`config.mk`:
```
export PLATFORM = sky130hd
export DESIGN_NAME = mem_resp_order
export DESIGN_NICKNAME = d
export VERILOG_FILES = /design/src/rtl/mro_pkg.sv /design/src/rtl/mro_track.sv /design/src/rtl/mro_fifo.sv /design/src/rtl/mem_resp_order.sv
export SDC_FILE = /design/constraint.sdc
export NUM_CORES = 1
export LEC_CHECK = 0
export BUFFER_PORTS_ARGS = -buffer_cell sky130_fd_sc_hd__buf_2
export CAP_MARGIN = 15
export CORE_MARGIN = 2
export CORE_UTILIZATION = 40
export CTS_CLUSTER_SIZE = 20
export DETAILED_ROUTE_END_ITERATION = 7
export PLACE_DENSITY = 0.61
export RECOVER_POWER = 100
export SLEW_MARGIN = 5
export SYNTH_ARGS = -nofsm -noshare
export SYNTH_HDL_FRONTEND = slang
export SYNTH_SLANG_ARGS = --single-unit
```
`constraint.sdc`:
```
create_clock -name clk -period 11.75 [get_ports clk]
set_clock_uncertainty 0.1 [all_clocks]
set_input_delay 2.35 -clock clk [delete_from_list [all_inputs] [get_ports clk]]
set_output_delay 2.35 -clock clk [all_outputs]
set_load 0.005 [all_outputs]
```
`src/rtl/mro_pkg.sv`:
```
package mro_pkg;
  typedef enum logic {
    MODE_INORD   = 1'b0,
    MODE_ARRIVAL = 1'b1
  } mro_mode_e;
endpackage

```
`src/rtl/mro_track.sv`:
```
module mro_track #(
  parameter int unsigned QDEPTH = 8,
  parameter int unsigned TAG_W  = 4,
  parameter int unsigned PEND_W = 3
) (
  input  logic              clk,
  input  logic              rst_n,
  input  logic              arrival_mode,
  input  logic              iss_valid,
  input  logic              iss_store,
  input  logic [PEND_W-1:0] iss_pend,
  output logic              iss_ready,
  output logic [TAG_W-1:0]  iss_tag,
  input  logic              rsp_valid,
  input  logic [TAG_W-1:0]  rsp_tag,
  output logic              rsp_hit,
  output logic              rsp_hit_store,
  input  logic              rsp_take,
  output logic              head_ready,
  output logic [TAG_W-1:0]  head_tag,
  output logic              head_store,
  input  logic              head_pop,
  input  logic              head_sync,
  output logic              tbl_empty
);
  localparam int unsigned IDX_W = $clog2(QDEPTH);
  localparam int unsigned OCC_W = $clog2(QDEPTH + 1);

  logic [TAG_W-1:0]  tail_q, tail_n, head_q, head_n;
  logic [OCC_W-1:0]  occ_q, occ_n;
  logic [QDEPTH-1:0] vld_q, vld_n, done_q, done_n, st_q, st_n;
  logic [TAG_W-1:0]  tag_q [QDEPTH];
  logic [TAG_W-1:0]  tag_n [QDEPTH];
  logic [IDX_W-1:0]  tidx, hidx, ridx;
  logic              iss_fire, free_one;

  assign tidx = tail_q[IDX_W-1:0];
  assign hidx = head_q[IDX_W-1:0];
  assign ridx = rsp_tag[IDX_W-1:0];

  assign iss_ready  = ((int'(occ_q) + int'(iss_pend)) < int'(QDEPTH)) && !vld_q[tidx];
  assign iss_fire   = iss_valid && iss_ready;
  assign iss_tag    = tail_q;
  assign rsp_hit    = rsp_valid && vld_q[ridx] && !done_q[ridx] && (tag_q[ridx] == rsp_tag);
  assign rsp_hit_store = st_q[ridx];
  assign head_ready = vld_q[hidx] && done_q[hidx];
  assign head_tag   = head_q;
  assign head_store = st_q[hidx];
  assign tbl_empty  = (occ_q == '0);
  assign free_one   = arrival_mode ? rsp_take : head_pop;

  always_comb begin
    tail_n = tail_q;
    head_n = head_q;
    vld_n  = vld_q;
    done_n = done_q;
    st_n   = st_q;
    tag_n  = tag_q;
    if (iss_fire) begin
      vld_n[tidx]  = 1'b1;
      done_n[tidx] = 1'b0;
      st_n[tidx]   = iss_store;
      tag_n[tidx]  = tail_q;
      tail_n       = tail_q + 1'b1;
    end
    if (rsp_take) begin
      if (arrival_mode) vld_n[ridx]  = 1'b0;
      else              done_n[ridx] = 1'b1;
    end
    if (head_pop) begin
      vld_n[hidx] = 1'b0;
      head_n      = head_q + 1'b1;
    end
    if (head_sync) head_n = tail_q;
    occ_n = occ_q + OCC_W'(iss_fire) - OCC_W'(free_one);
  end

  always_ff @(posedge clk or negedge rst_n) begin
    if (!rst_n) begin
      tail_q <= '0;
      head_q <= '0;
      occ_q  <= '0;
      vld_q  <= '0;
      done_q <= '0;
      st_q   <= '0;
      for (int i = 0; i < int'(QDEPTH); i++) tag_q[i] <= '0;
    end else begin
      tail_q <= tail_n;
      head_q <= head_n;
      occ_q  <= occ_n;
      vld_q  <= vld_n;
      done_q <= done_n;
      st_q   <= st_n;
      tag_q  <= tag_n;
    end
  end

  // tracked count never exceeds the queue size
  p_occ_bound_r2: assert property (@(posedge clk) disable iff (!rst_n)
    occ_q <= OCC_W'(QDEPTH));

  // an unretired head response stays presented
  p_head_hold_r4: assert property (@(posedge clk) disable iff (!rst_n)
    (!arrival_mode && head_ready && !head_pop) |=> (head_ready && $stable(head_tag)));
endmodule

```
`src/rtl/mro_fifo.sv`:
```
module mro_fifo #(
  parameter int unsigned QDEPTH = 8,
  parameter int unsigned TAG_W  = 4,
  parameter int unsigned TS_W   = 6
) (
  input  logic             clk,
  input  logic             rst_n,
  input  logic             push,
  input  logic [TAG_W-1:0] push_tag,
  input  logic [TS_W-1:0]  push_ts,
  input  logic             pop,
  output logic             nonempty,
  output logic             wr_rdy,
  output logic [TAG_W-1:0] front_tag,
  output logic [TS_W-1:0]  front_ts
);
  localparam int unsigned IDX_W = $clog2(QDEPTH);
  localparam int unsigned PTR_W = IDX_W + 1;

  logic [PTR_W-1:0] wp_q, rp_q, cnt;
  logic [TAG_W-1:0] tag_mem [QDEPTH];
  logic [TS_W-1:0]  ts_mem  [QDEPTH];

  assign cnt       = wp_q - rp_q;
  assign wr_rdy    = cnt < PTR_W'(QDEPTH);
  assign nonempty  = (cnt != '0);
  assign front_tag = tag_mem[rp_q[IDX_W-1:0]];
  assign front_ts  = ts_mem[rp_q[IDX_W-1:0]];

  always_ff @(posedge clk or negedge rst_n) begin
    if (!rst_n) begin
      wp_q <= '0;
      rp_q <= '0;
    end else begin
      if (push) wp_q <= wp_q + 1'b1;
      if (pop)  rp_q <= rp_q + 1'b1;
    end
  end

  always_ff @(posedge clk) begin
    if (push) begin
      tag_mem[wp_q[IDX_W-1:0]] <= push_tag;
      ts_mem[wp_q[IDX_W-1:0]]  <= push_ts;
    end
  end

  // no write into a full queue
  p_no_overflow_r6: assert property (@(posedge clk) disable iff (!rst_n)
    push |-> wr_rdy);

  // no pop from an empty queue
  p_no_underflow_r5: assert property (@(posedge clk) disable iff (!rst_n)
    pop |-> nonempty);
endmodule

```
`src/rtl/mem_resp_order.sv`:
```
module mem_resp_order
  import mro_pkg::*;
#(
  parameter int unsigned QDEPTH = 8,
  parameter int unsigned TAG_W  = 4,
  parameter int unsigned PEND_W = 3
) (
  input  logic              clk,
  input  logic              rst_n,
  input  logic              mode_req,
  output logic              mode_cur,
  input  logic              iss_valid,
  input  logic              iss_store,
  input  logic [PEND_W-1:0] iss_pend,
  output logic              iss_ready,
  output logic [TAG_W-1:0]  iss_tag,
  input  logic              rsp_valid,
  input  logic [TAG_W-1:0]  rsp_tag,
  output logic              ld_wr_rdy,
  output logic              st_wr_rdy,
  output logic              out_valid,
  output logic [TAG_W-1:0]  out_tag,
  output logic              out_store,
  input  logic              out_done,
  output logic              err_flag
);
  // stamps of live queued entries span at most 2*QDEPTH arrivals
  localparam int unsigned TS_W = $clog2(QDEPTH) + 3;

  mro_mode_e        mode_q, mode_n;
  logic             err_q, err_n;
  logic [TS_W-1:0]  arr_q, arr_n;
  logic             arrival, iss_fire, all_empty, mode_chg;
  logic             rsp_hit, rsp_hit_store, rsp_take, q_room;
  logic             head_ready, head_store, head_pop, cmp_fire, pick_ld;
  logic [TAG_W-1:0] head_tag;
  logic             tbl_empty;
  logic [1:0]       f_push, f_pop, f_ne, f_rdy;
  logic [TAG_W-1:0] f_tag [2];
  logic [TS_W-1:0]  f_ts  [2];
  logic [TS_W-1:0]  ts_diff;

  assign arrival   = (mode_q == MODE_ARRIVAL);
  assign iss_fire  = iss_valid && iss_ready;
  assign all_empty = tbl_empty && (f_ne == 2'b00);
  assign mode_chg  = (mro_mode_e'(mode_req) != mode_q) && all_empty && !iss_fire;

  assign q_room   = rsp_hit_store ? f_rdy[1] : f_rdy[0];
  assign rsp_take = rsp_hit && (!arrival || q_room);
  assign f_push[0] = arrival && rsp_take && !rsp_hit_store;
  assign f_push[1] = arrival && rsp_take && rsp_hit_store;

  assign ts_diff  = f_ts[0] - f_ts[1];
  assign pick_ld  = f_ne[0] && (!f_ne[1] || ts_diff[TS_W-1]);

  assign out_valid = arrival ? (f_ne != 2'b00) : head_ready;
  assign out_tag   = arrival ? (pick_ld ? f_tag[0] : f_tag[1]) : head_tag;
  assign out_store = arrival ? !pick_ld : head_store;
  assign cmp_fire  = out_done && out_valid;
  assign head_pop  = cmp_fire && !arrival;
  assign f_pop[0]  = cmp_fire && arrival && pick_ld;
  assign f_pop[1]  = cmp_fire && arrival && !pick_ld;

  assign ld_wr_rdy = f_rdy[0];
  assign st_wr_rdy = f_rdy[1];
  assign mode_cur  = mode_q;
  assign err_flag  = err_q;

  mro_track #(.QDEPTH(QDEPTH), .TAG_W(TAG_W), .PEND_W(PEND_W)) u_track (
    .clk(clk), .rst_n(rst_n), .arrival_mode(arrival),
    .iss_valid(iss_valid), .iss_store(iss_store), .iss_pend(iss_pend),
    .iss_ready(iss_ready), .iss_tag(iss_tag),
    .rsp_valid(rsp_valid), .rsp_tag(rsp_tag), .rsp_hit(rsp_hit),
    .rsp_hit_store(rsp_hit_store), .rsp_take(rsp_take),
    .head_ready(head_ready), .head_tag(head_tag), .head_store(head_store),
    .head_pop(head_pop), .head_sync(mode_chg), .tbl_empty(tbl_empty)
  );

  // index 0 holds load responses, index 1 store responses
  for (genvar k = 0; k < 2; k++) begin : g_rspq
    mro_fifo #(.QDEPTH(QDEPTH), .TAG_W(TAG_W), .TS_W(TS_W)) u_q (
      .clk(clk), .rst_n(rst_n), .push(f_push[k]), .push_tag(rsp_tag),
      .push_ts(arr_q), .pop(f_pop[k]), .nonempty(f_ne[k]), .wr_rdy(f_rdy[k]),
      .front_tag(f_tag[k]), .front_ts(f_ts[k])
    );
  end

  always_comb begin
    mode_n = mode_q;
    err_n  = err_q;
    arr_n  = arr_q;
    if (mode_chg) mode_n = mro_mode_e'(mode_req);
    if (rsp_valid && !rsp_take) err_n = 1'b1;
    if (f_push != 2'b00) arr_n = arr_q + 1'b1;
  end

  always_ff @(posedge clk or negedge rst_n) begin
    if (!rst_n) begin
      mode_q <= MODE_INORD;
      err_q  <= 1'b0;
      arr_q  <= '0;
    end else begin
      mode_q <= mode_n;
      err_q  <= err_n;
      arr_q  <= arr_n;
    end
  end

  // error flag is sticky
  p_err_sticky_r7: assert property (@(posedge clk) disable iff (!rst_n)
    err_q |=> err_q);

  // policy holds while anything is tracked or queued
  p_mode_hold_r8: assert property (@(posedge clk) disable iff (!rst_n)
    !all_empty |=> $stable(mode_q));
endmodule

```
==> impl_results.html, run 1 <==
<table>
<tr><th>Metric</th><th>Value</th></tr>
<tr><th colspan="2">Floorplanning</th></tr>
<tr><td>Die span in y</td><td>172 um</td></tr>
<tr><td>I/O Pins</td><td>29</td></tr>
<tr><td>Initial standard-cell utilization of the core</td><td>40.6%</td></tr>
<tr><td>Floorplan die area</td><td>0.0296 mm^2</td></tr>
<tr><td>Die outline width</td><td>172 um</td></tr>
<tr><td>Std-Cell Rows</td><td>61</td></tr>
<tr><td>Area of the core</td><td>0.0278 mm^2</td></tr>
<tr><th colspan="2">Synth</th></tr>
<tr><td>Yosys reg bits</td><td>252</td></tr>
<tr><td>Yosys warnings</td><td>0</td></tr>
<tr><td>Post-synthesis instance area</td><td>0.0113 mm^2</td></tr>
<tr><td>Portion of synthesized cell area occupied by the leading cell type</td><td>42.6%</td></tr>
<tr><td>Part of the Yosys area used for sequential elements</td><td>63.0%</td></tr>
<tr><td>Synthesized net count</td><td>772</td></tr>
<tr><td>Synth cell types</td><td>72</td></tr>
<tr><td>Count of flip-flops with a built-in enable after synthesis</td><td>160</td></tr>
<tr><td>Primary FF master, synth</td><td>sky130_fd_sc_hd__edfxtp_1</td></tr>
<tr><td>Area leader, netlist</td><td>sky130_fd_sc_hd__edfxtp_1</td></tr>
<tr><td>Post-Synthesis Cells</td><td>733</td></tr>
<tr><td>Avg Cell Area, Syn</td><td>15.4 um^2</td></tr>
<tr><td>Share of flip-flops with an asynchronous set or reset</td><td>36.5%</td></tr>
<tr><td>Biggest area contributors in the synthesized netlist</td><td>sky130_fd_sc_hd__edfxtp_1 43%, sky130_fd_sc_hd__dfrtp_1 20%, sky130_fd_sc_hd__mux4_2 9.0%, sky130_fd_sc_hd__mux2_2 3.4%, sky130_fd_sc_hd__ha_1 2.7%</td></tr>
<tr><th colspan="2">Global routing</th></tr>
<tr><td>Global-route wire length before repair</td><td>39,300 um</td></tr>
<tr><td>Final global-route overflow total</td><td>0</td></tr>
<tr><td>All-Layer GR Usage</td><td>17.6%</td></tr>
<tr><td>Number of global-route vias before repair</td><td>6,674</td></tr>
<tr><td>Initial antenna violation count</td><td>0</td></tr>
<tr><td>Pin count of the biggest net entering global routing</td><td>68</td></tr>
<tr><th colspan="2">Timing</th></tr>
<tr><td>Slew of the pin with the lowest slew margin</td><td>3.65 ns</td></tr>
<tr><td>RSZ-0062 raised after global routing</td><td>no</td></tr>
<tr><td>Least setup slack across all paths after layout</td><td>3.94 ns</td></tr>
<tr><td>Slew headroom</td><td>-143%</td></tr>
<tr><td>Final worst path period share</td><td>66.5%</td></tr>
<tr><td>Max-slew violation count</td><td>210</td></tr>
<tr><td>Time the final worst path needs with I/O delays and setup</td><td>7.81 ns</td></tr>
<tr><td>Final-layout setup total negative slack</td><td>0 ns</td></tr>
<tr><td>Count of final setup violators</td><td>0</td></tr>
<tr><td>Final hold viol count</td><td>0</td></tr>
<tr><td>Top achievable clock speed</td><td>128 MHz</td></tr>
<tr><th colspan="2">Run status</th></tr>
<tr><td>Failing checks</td><td>max-capacitance violations, max-slew violations</td></tr>
<tr><td>Run status</td><td>complete, but fails checks</td></tr>
<tr><th colspan="2">Clock network</th></tr>
<tr><td>Clock latency reported for the late side of the worst-skew pair</td><td>0.53 ns</td></tr>
<tr><td>Number of gates given a new drive strength after cts</td><td>0</td></tr>
<tr><td>Clock transition at the registers of the reported paths</td><td>0.06 ns</td></tr>
<tr><td>Longest Clk Path Bufs</td><td>3</td></tr>
<tr><td>Post-CTS Setup Bufs</td><td>0</td></tr>
<tr><td>CTS sink cnt</td><td>252</td></tr>
<tr><td>TritonCTS clock tree</td><td>yes</td></tr>
<tr><td>Library cell used as clock root buffer</td><td>sky130_fd_sc_hd__clkbuf_16</td></tr>
<tr><td>H-Tree Level Count</td><td>1</td></tr>
<tr><td>Cts bufs inserted</td><td>27</td></tr>
<tr><td>CTS Hold Bufs</td><td>0</td></tr>
<tr><th colspan="2">Worst setup path</th></tr>
<tr><td>Delay-heaviest family, CP</td><td>compound AO/OA/AOI/OAI gates</td></tr>
<tr><td>Critical path capture point type</td><td>primary output</td></tr>
<tr><td>Critical Path Fanout Max</td><td>14</td></tr>
<tr><td>WS Path Type</td><td>register to primary output</td></tr>
<tr><td>Worst path required time</td><td>9.30 ns</td></tr>
<tr><td>Startpoint kind of the worst setup timing path</td><td>register</td></tr>
<tr><td>Sequence of cells on the critical path</td><td>clkbuf_1, mux4_2, nand2_1, nand2_1, ha_1, a21o_1, a21o_1, a21o_2, or4_1, o211ai_1, o21ai_0, o22ai_1, clkbuf_1</td></tr>
<tr><td>Critical-path cell with the highest stage delay</td><td>sky130_fd_sc_hd__clkbuf_1</td></tr>
<tr><td>Delay contributed by the slowest stage of the critical path</td><td>0.85 ns</td></tr>
<tr><td>Total buffers and inverters traversed by the critical path</td><td>2</td></tr>
<tr><td>Signal arrival time at the worst endpoint</td><td>5.36 ns</td></tr>
<tr><th colspan="2">Route</th></tr>
<tr><td>DRC</td><td>0</td></tr>
<tr><td>Routed len/inst</td><td>21.2 um</td></tr>
<tr><td>Total wire length</td><td>24,900 um</td></tr>
<tr><td>Routed via count</td><td>6,328</td></tr>
<tr><td>TritonRoute pass-1 iters</td><td>5</td></tr>
<tr><td>Antenna viol nets, final</td><td>0</td></tr>
<tr><td>Number of design-rule violations left by the first detailed-router iteration</td><td>418</td></tr>
<tr><td>Vias per cell</td><td>5.40</td></tr>
<tr><th colspan="2">Placed design</th></tr>
<tr><td>Setup slack at placement</td><td>5.28 ns</td></tr>
<tr><td>Routability-driven placement congestion ratio</td><td>0.851</td></tr>
<tr><td>Post-DP HPWL</td><td>16,200 um</td></tr>
<tr><td>Placed instance area</td><td>0.0118 mm^2</td></tr>
<tr><td>Port-buffer cells</td><td>28</td></tr>
<tr><th colspan="2">Layout</th></tr>
<tr><td># nets final</td><td>812</td></tr>
<tr><td>Synthesis-to-finish area growth</td><td>11.9%</td></tr>
<tr><td>Final design area excluding fillers</td><td>0.0126 mm^2</td></tr>
<tr><td>Share of final-layout standard cells stronger than drive strength 1</td><td>19.6%</td></tr>
<tr><td>ANT cells</td><td>0</td></tr>
<tr><th colspan="2">Power and ir drop</th></tr>
<tr><td>PwrDens</td><td>144 mW/mm^2</td></tr>
<tr><td>Leakage</td><td>5.05 nW</td></tr>
<tr><td>VDD IR-drop max</td><td>0.114 mV</td></tr>
<tr><th colspan="2">Worst hold path</th></tr>
<tr><td>Hold/Removal Path Class</td><td>register to register</td></tr>
<tr><th colspan="2">Run</th></tr>
<tr><td>Max-cap violation count</td><td>7</td></tr>
</table>
-- cell usage after synthesis (13+ instances only) --
| library cell | instances |
|---|---|
| sky130_fd_sc_hd__nor3_1 | 13 |
| sky130_fd_sc_hd__mux2i_1 | 25 |
| sky130_fd_sc_hd__dfrtp_1 | 92 |
| sky130_fd_sc_hd__xnor2_1 | 26 |
| sky130_fd_sc_hd__inv_1 | 31 |
| sky130_fd_sc_hd__mux2_2 | 34 |
| sky130_fd_sc_hd__nand2_1 | 41 |
| sky130_fd_sc_hd__edfxtp_1 | 160 |
| sky130_fd_sc_hd__nor2_1 | 25 |
| sky130_fd_sc_hd__ha_1 | 24 |
| sky130_fd_sc_hd__mux4_2 | 45 |
| sky130_fd_sc_hd__nor2b_1 | 15 |
| sky130_fd_sc_hd__clkbuf_1 | 14 |
| sky130_fd_sc_hd__nand2b_1 | 15 |
-- worst register-to-register path, delay by kind of cell (launching register included) --
| kind | cells | cell delay, ns |
|---|---|---|
| AO/OA/AOI/OAI | 2 | 0.31 |
| adder cells (fa/ha/maj) | 1 | 0.39 |
| flip-flops | 1 | 0.39 |
| buffers and inverters | 3 | 1.66 |
| AND/OR/NAND/NOR | 5 | 2.10 |
-- sequential cells by signal, indices dropped and copies added, names as in the netlist --
name                flops
arr_q                   6
err_flag                1
g_rspq.u_q.rp_q         8
g_rspq.u_q.tag_mem     64
g_rspq.u_q.ts_mem      96
g_rspq.u_q.wp_q         8
mode_cur                1
u_track.done_q          8
u_track.head_tag        4
u_track.iss_tag         4
u_track.occ_q           4
u_track.st_q            8
u_track.tag_q          32
u_track.vld_q           8
-- layout make-up --
type | count | area [um^2]
Clock buffer | 39 | 781
Clock inverter | 11 | 108
Fill cell | 2533 | 15200
Inverter | 33 | 124
Multi-Input combinational cell | 415 | 3840
Sequential cell | 252 | 7110
Tap cell | 378 | 473
Timing Repair Buffer | 44 | 191
-- layer usage --
layer / track usage [%] / wire (um) / vias up
li1: - / - / 2873
met1: 24.6 / 11100 / 3283
met2: 29.1 / 12300 / 130
met3: 2.47 / 1020 / 42
met4: 4.35 / 490 / 0
met5: 0 / 0 / -
-- per-stage QoR --
| step | total power [mW] | hold WS [ns] | std cells | util (%) |
|---|---|---|---|---|
| floorplan | 0.970 | 0.325 | 733 | - |
| global placement | 0.988 | 0.346 | 1120 | 42.6 |
| detailed placement | 0.988 | 0.353 | 1120 | 42.6 |
| CTS | 1.83 | 0.367 | 1170 | 45.8 |
| global route | 1.87 | 0.380 | 1172 | 45.4 |
| finish | 1.81 | 0.362 | 1172 | 45.4 |
-- path summary, 6_finish.rpt --
kind                                       startpoint                          end  slack (ns)  depth (start not counted)
max in group asynchronous                       rst_n             u_track.occ_q[1]        5.43                          2
worst max register to register  g_rspq[1].u_q.rp_q[1]  g_rspq[1].u_q.tag_mem[2][3]        6.45                         11
worst min register to register      u_track.tag_q[14]            u_track.tag_q[14]        0.36                          1
worst max-delay path            g_rspq[0].u_q.rp_q[0]                   out_tag[2]        3.94                         13
min in group asynchronous                       rst_n            u_track.tag_q[11]        2.03                          1
worst min-delay path                u_track.tag_q[14]            u_track.tag_q[14]        0.36                          1
-- cell usage in the layout, fill, tap and decap left out, types with 5 or more instances in the layout --
| master | synthesis | layout |
|---|---|---|
| sky130_fd_sc_hd__o2bb2ai_1 | 5 | 5 |
| sky130_fd_sc_hd__mux2i_1 | 25 | 25 |
| sky130_fd_sc_hd__a21o_1 | 5 | 5 |
| sky130_fd_sc_hd__inv_1 | 31 | 31 |
| sky130_fd_sc_hd__nand3_1 | 9 | 9 |
| sky130_fd_sc_hd__nand2b_1 | 15 | 15 |
| sky130_fd_sc_hd__mux2_2 | 34 | 34 |
| sky130_fd_sc_hd__xor2_1 | 8 | 8 |
| sky130_fd_sc_hd__xnor2_1 | 26 | 26 |
| sky130_fd_sc_hd__clkinv_2 | 0 | 7 |
| sky130_fd_sc_hd__a21oi_1 | 6 | 6 |
| sky130_fd_sc_hd__o22ai_1 | 5 | 5 |
| sky130_fd_sc_hd__clkbuf_1 | 14 | 35 |
| sky130_fd_sc_hd__buf_2 | 10 | 12 |
| sky130_fd_sc_hd__clkbuf_16 | 0 | 27 |
| sky130_fd_sc_hd__clkbuf_8 | 0 | 6 |
| sky130_fd_sc_hd__mux4_2 | 45 | 45 |
| sky130_fd_sc_hd__ha_1 | 24 | 24 |
| sky130_fd_sc_hd__o21ai_0 | 8 | 8 |
| sky130_fd_sc_hd__or2_2 | 10 | 10 |
| sky130_fd_sc_hd__edfxtp_1 | 160 | 160 |
| sky130_fd_sc_hd__dfrtp_1 | 92 | 92 |
| sky130_fd_sc_hd__a31oi_1 | 10 | 10 |
| sky130_fd_sc_hd__nand4_1 | 12 | 12 |
| sky130_fd_sc_hd__and3_1 | 7 | 7 |
| sky130_fd_sc_hd__nand2_1 | 41 | 41 |
| sky130_fd_sc_hd__nor2_1 | 25 | 26 |
| sky130_fd_sc_hd__nor2b_1 | 15 | 15 |
| sky130_fd_sc_hd__nor3_1 | 13 | 13 |
-- cells by family after synthesis --
logic type | Yosys count | share of synthesized area [%]
compound gates | 73 | 4.94
xor+xnor | 34 | 2.64
fa+ha+maj | 25 | 2.84
buf+inv | 66 | 2.51
flops | 252 | 63.0
mux | 109 | 15.5
simple gates | 174 | 8.59
-- power by group --
| group | internal, mW | leakage (nW) | switching, mW | total (mW) |
|---|---|---|---|---|
| Combinational | 0.00758 | 1.70 | 0.0214 | 0.0290 |
| Clock | 0.504 | 0.445 | 0.341 | 0.844 |
| Sequential | 0.940 | 2.91 | 0.000596 | 0.940 |
| Total | 1.45 | 5.05 | 0.363 | 1.81 |
No activity file was read; power rests on OpenSTA's default activity.
==> run 2, diff against run 1 <==
--- a/config.mk
+++ b/config.mk
@@ -5,13 +5,14 @@
 export SDC_FILE = /design/constraint.sdc
 export NUM_CORES = 1
 export LEC_CHECK = 0
+export ABC_AREA = 1
 export BUFFER_PORTS_ARGS = -buffer_cell sky130_fd_sc_hd__buf_2
 export CAP_MARGIN = 15
 export CORE_MARGIN = 2
 export CORE_UTILIZATION = 40
 export CTS_CLUSTER_SIZE = 20
 export DETAILED_ROUTE_END_ITERATION = 7
-export PLACE_DENSITY = 0.61
+export PLACE_DENSITY = 0.63
 export RECOVER_POWER = 100
 export SLEW_MARGIN = 5
 export SYNTH_ARGS = -nofsm -noshare
==> constraint.sdc (replaced) <==
create_clock -name clk -period 6.9 [get_ports clk]
set_clock_uncertainty 0.1 [all_clocks]
set_input_delay 1.38 -clock clk [delete_from_list [all_inputs] [get_ports clk]]
set_output_delay 1.38 -clock clk [all_outputs]
set_load 0.005 [all_outputs]
==> run 2 against run 1 <==
The flow still finishes with violations (max-capacitance violations, max-slew violations); die area is 5.4% higher; combinational power grew to 65 times the previous value; global-route usage is 1.4 points higher; utilization is 0.93 points lower; cell count is 40% higher.
==> impl_results.html, run 2 <==
<table>
<tr><th>Metric</th><th>Value</th></tr>
<tr><th colspan="2">Run status</th></tr>
<tr><td>Run status</td><td>complete, but fails checks</td></tr>
<tr><td>Failing checks</td><td>max-capacitance violations, max-slew violations</td></tr>
<tr><th colspan="2">Synth</th></tr>
<tr><td>Post-Synthesis Cells</td><td>1,210</td></tr>
<tr><td>Primary FF master, synth</td><td>sky130_fd_sc_hd__edfxtp_1</td></tr>
<tr><td>Synth cell types</td><td>41</td></tr>
<tr><td>Share of flip-flops with an asynchronous set or reset</td><td>36.5%</td></tr>
<tr><td>Post-synthesis instance area</td><td>0.0119 mm^2</td></tr>
<tr><td>Yosys warnings</td><td>0</td></tr>
<tr><td>Most instantiated library cell after synthesis</td><td>sky130_fd_sc_hd__nand2_1</td></tr>
<tr><td>Biggest area contributors in the synthesized netlist</td><td>sky130_fd_sc_hd__edfxtp_1 40%, sky130_fd_sc_hd__dfrtp_1 19%, sky130_fd_sc_hd__nand2_1 9.0%, sky130_fd_sc_hd__inv_1 3.7%, sky130_fd_sc_hd__nand3_1 3.6%</td></tr>
<tr><td>Count of flip-flops with a built-in enable after synthesis</td><td>160</td></tr>
<tr><td>Part of the Yosys area used for sequential elements</td><td>59.7%</td></tr>
<tr><td>Portion of synthesized cell area occupied by the leading cell type</td><td>40.4%</td></tr>
<tr><td>Area leader, netlist</td><td>sky130_fd_sc_hd__edfxtp_1</td></tr>
<tr><td>Yosys reg bits</td><td>252</td></tr>
<tr><td>Most frequent cells after synthesis</td><td>286 x sky130_fd_sc_hd__nand2_1, 160 x sky130_fd_sc_hd__edfxtp_1, 117 x sky130_fd_sc_hd__inv_1, 103 x sky130_fd_sc_hd__nor2_1, 92 x sky130_fd_sc_hd__dfrtp_1</td></tr>
<tr><td>Synthesized net count</td><td>1,249</td></tr>
<tr><td>Avg Cell Area, Syn</td><td>9.84 um^2</td></tr>
<tr><th colspan="2">Timing</th></tr>
<tr><td>Count of final setup violators</td><td>0</td></tr>
<tr><td>Slew headroom</td><td>-117%</td></tr>
<tr><td>Final worst path period share</td><td>84.0%</td></tr>
<tr><td>Time the final worst path needs with I/O delays and setup</td><td>5.80 ns</td></tr>
<tr><td>Final hold viol count</td><td>0</td></tr>
<tr><td>RSZ-0062 raised after global routing</td><td>no</td></tr>
<tr><td>Max-slew violation count</td><td>151</td></tr>
<tr><td>Top achievable clock speed</td><td>173 MHz</td></tr>
<tr><td>Final-layout setup total negative slack</td><td>0 ns</td></tr>
<tr><td>Slew of the pin with the lowest slew margin</td><td>3.25 ns</td></tr>
<tr><th colspan="2">Clock network</th></tr>
<tr><td>CTS sink cnt</td><td>252</td></tr>
<tr><td>Clock transition at the registers of the reported paths</td><td>0.06 ns</td></tr>
<tr><td>Cts bufs inserted</td><td>27</td></tr>
<tr><td>Longest Clk Path Bufs</td><td>3</td></tr>
<tr><td>Library cell used as clock root buffer</td><td>sky130_fd_sc_hd__clkbuf_16</td></tr>
<tr><td>CTS Hold Bufs</td><td>0</td></tr>
<tr><td>Clock latency reported for the late side of the worst-skew pair</td><td>0.54 ns</td></tr>
<tr><td>TritonCTS clock tree</td><td>yes</td></tr>
<tr><td>Number of gates given a new drive strength after cts</td><td>0</td></tr>
<tr><td>H-Tree Level Count</td><td>1</td></tr>
<tr><td>Post-CTS Setup Bufs</td><td>0</td></tr>
<tr><th colspan="2">Worst hold path</th></tr>
<tr><td>Hold/Removal Path Class</td><td>register to register</td></tr>
<tr><th colspan="2">Worst setup path</th></tr>
<tr><td>Delay-heaviest family, CP</td><td>simple AND/OR/NAND/NOR gates</td></tr>
<tr><td>WS Path Type</td><td>primary input to register</td></tr>
<tr><td>Critical path capture point type</td><td>register</td></tr>
<tr><td>Startpoint kind of the worst setup timing path</td><td>primary input</td></tr>
<tr><td>Total buffers and inverters traversed by the critical path</td><td>5</td></tr>
<tr><td>Signal arrival time at the worst endpoint</td><td>6.12 ns</td></tr>
<tr><td>Worst path required time</td><td>7.23 ns</td></tr>
<tr><td>Critical-path cell with the highest stage delay</td><td>sky130_fd_sc_hd__clkbuf_1</td></tr>
<tr><td>Critical Path Fanout Max</td><td>28</td></tr>
<tr><td>Sequence of cells on the critical path</td><td>clkbuf_1, inv_1, nor2_1, nand2_1, nor2_1, a21oi_1, nand3_2, nand2_1, inv_1, nand2_1, nor2_1, nand3_1, nand2_1, ha_1, inv_1, ha_1, inv_1, fa_1, xnor2_1</td></tr>
<tr><td>Delay contributed by the slowest stage of the critical path</td><td>1.13 ns</td></tr>
<tr><th colspan="2">Global routing</th></tr>
<tr><td>Layer with the highest usage after global routing</td><td>met2</td></tr>
<tr><td>Global-route wire length before repair</td><td>46,200 um</td></tr>
<tr><td>All-Layer GR Usage</td><td>19.0%</td></tr>
<tr><td>Met1 track utilization from global routing</td><td>26.8%</td></tr>
<tr><td>Pin count of the biggest net entering global routing</td><td>62</td></tr>
<tr><td>Initial antenna violation count</td><td>0</td></tr>
<tr><td>Met2 layer usage reported by global route</td><td>30.8%</td></tr>
<tr><td>Final global-route overflow total</td><td>0</td></tr>
<tr><td>Number of global-route vias before repair</td><td>8,220</td></tr>
<tr><td>Grt met3 use</td><td>2.37%</td></tr>
<tr><th colspan="2">Route</th></tr>
<tr><td>Number of design-rule violations left by the first detailed-router iteration</td><td>818</td></tr>
<tr><td>Vias per cell</td><td>5.19</td></tr>
<tr><td>Total wire length</td><td>29,200 um</td></tr>
<tr><td>Antenna viol nets, final</td><td>0</td></tr>
<tr><td>Routed via count</td><td>8,534</td></tr>
<tr><td>DRC</td><td>0</td></tr>
<tr><td>TritonRoute pass-1 iters</td><td>5</td></tr>
<tr><td>Routed len/inst</td><td>17.8 um</td></tr>
<tr><th colspan="2">Layout</th></tr>
<tr><td># nets final</td><td>1,273</td></tr>
<tr><td>Storage element area</td><td>0.00711 mm^2</td></tr>
<tr><td>Final design area excluding fillers</td><td>0.0131 mm^2</td></tr>
<tr><td>Filler cells</td><td>2,840</td></tr>
<tr><td>Largest register FFs</td><td>96</td></tr>
<tr><td>Synthesis-to-finish area growth</td><td>10.2%</td></tr>
<tr><td>Leading cell type in the layout, fill and taps excluded</td><td>sky130_fd_sc_hd__nand2_1</td></tr>
<tr><td>Most frequent cells in the layout</td><td>297 x sky130_fd_sc_hd__nand2_1, 160 x sky130_fd_sc_hd__edfxtp_1, 120 x sky130_fd_sc_hd__inv_1</td></tr>
<tr><td>Share of final-layout standard cells stronger than drive strength 1</td><td>7.66%</td></tr>
<tr><td>ANT cells</td><td>0</td></tr>
<tr><td>Multi-input gate area in the final layout</td><td>0.00397 mm^2</td></tr>
<tr><th colspan="2">Run</th></tr>
<tr><td>Max-cap violation count</td><td>4</td></tr>
<tr><th colspan="2">Floorplanning</th></tr>
<tr><td>Die outline width</td><td>177 um</td></tr>
<tr><td>Die span in y</td><td>177 um</td></tr>
<tr><td>I/O Pins</td><td>29</td></tr>
<tr><td>Floorplan die area</td><td>0.0312 mm^2</td></tr>
<tr><td>Initial standard-cell utilization of the core</td><td>40.4%</td></tr>
<tr><td>Std-Cell Rows</td><td>63</td></tr>
<tr><td>Area of the core</td><td>0.0295 mm^2</td></tr>
<tr><th colspan="2">Power and ir drop</th></tr>
<tr><td>PwrDens</td><td>414 mW/mm^2</td></tr>
<tr><td>VDD IR-drop max</td><td>0.224 mV</td></tr>
<tr><td>Leakage</td><td>5.53 nW</td></tr>
<tr><td>Total Power Consumption</td><td>5.43 mW</td></tr>
<tr><th colspan="2">Placed design</th></tr>
<tr><td>Placed instance area</td><td>0.0124 mm^2</td></tr>
<tr><td>Port-buffer cells</td><td>28</td></tr>
<tr><td>Post-DP HPWL</td><td>19,200 um</td></tr>
<tr><td>Routability-driven placement congestion ratio</td><td>0.949</td></tr>
</table>
==> run 2: metal layers <==
metal | wire length, um | share of wire [%] | vias to the layer above
met4 | 811 | 2.8 | 0
met1 | 13300 | 45 | 4098
li1 | - | - | 4127
met2 | 13700 | 47 | 247
met3 | 1440 | 4.9 | 62
met5 | 0 | 0 | -
==> run 2: layout make-up <==
cell class	instances	share of cell area (%)
Sequential cell	252	54.2
Inverter	128	3.66
Tap cell	390	3.72
Timing Repair Buffer	38	1.37
Clock buffer	38	5.69
Multi-Input combinational cell	787	30.3
Clock inverter	11	1.10
==> run 2: stage by stage <==
| step | utilization, % | hold WS (ns) | setup slack, ns | cells |
|---|---|---|---|---|
| final | 44.5 | 0.354 | 1.10 | 1644 |
| after global routing | 44.5 | 0.397 | 0.601 | 1644 |
| after global placement | 42.0 | 0.342 | 1.74 | 1595 |
| after floorplan | - | 0.323 | 2.56 | 1210 |
| after CTS | 45.0 | 0.354 | 1.46 | 1644 |
| after detailed placement | 42.0 | 0.342 | 1.64 | 1595 |
==> run 2: worst min-delay path: stages, from the launching register on <==
cell	delay, ns
sky130_fd_sc_hd__dfrtp_1	0.32
sky130_fd_sc_hd__inv_1	0.05
sky130_fd_sc_hd__nand2_1	0.06
==> run 2: power by group <==
group          total (mW)  leakage (nW)  switching, mW  internal, mW
sequential           2.10          2.59          0.265          1.83
combinational        1.88          2.51           1.25         0.634
clock                1.45         0.433          0.580         0.867
==> run 2: cells by family after synthesis <==
logic type,share of synthesized area [%]
compound gates,9.17
xor+xnor,2.12
fa+ha+maj,2.69
buf+inv,6.04
flops,59.7
simple gates,20.3
==> run 2: worst paths after layout <==
check | startpoint | end | slack [ns] | depth (start not counted)
worst max-delay path | rsp_tag[1] | u_track.occ_q[2] | 1.10 | 19
worst min-delay path | u_track.tag_q[10] | u_track.tag_q[10] | 0.35 | 2
worst max register to register | g_rspq[0].u_q.rp_q[2] | u_track.occ_q[2] | 2.31 | 15
worst min register to register | u_track.tag_q[10] | u_track.tag_q[10] | 0.35 | 2
max in group asynchronous | rst_n | g_rspq[0].u_q.rp_q[0] | 1.71 | 2
min in group asynchronous | rst_n | u_track.tag_q[27] | 1.18 | 1
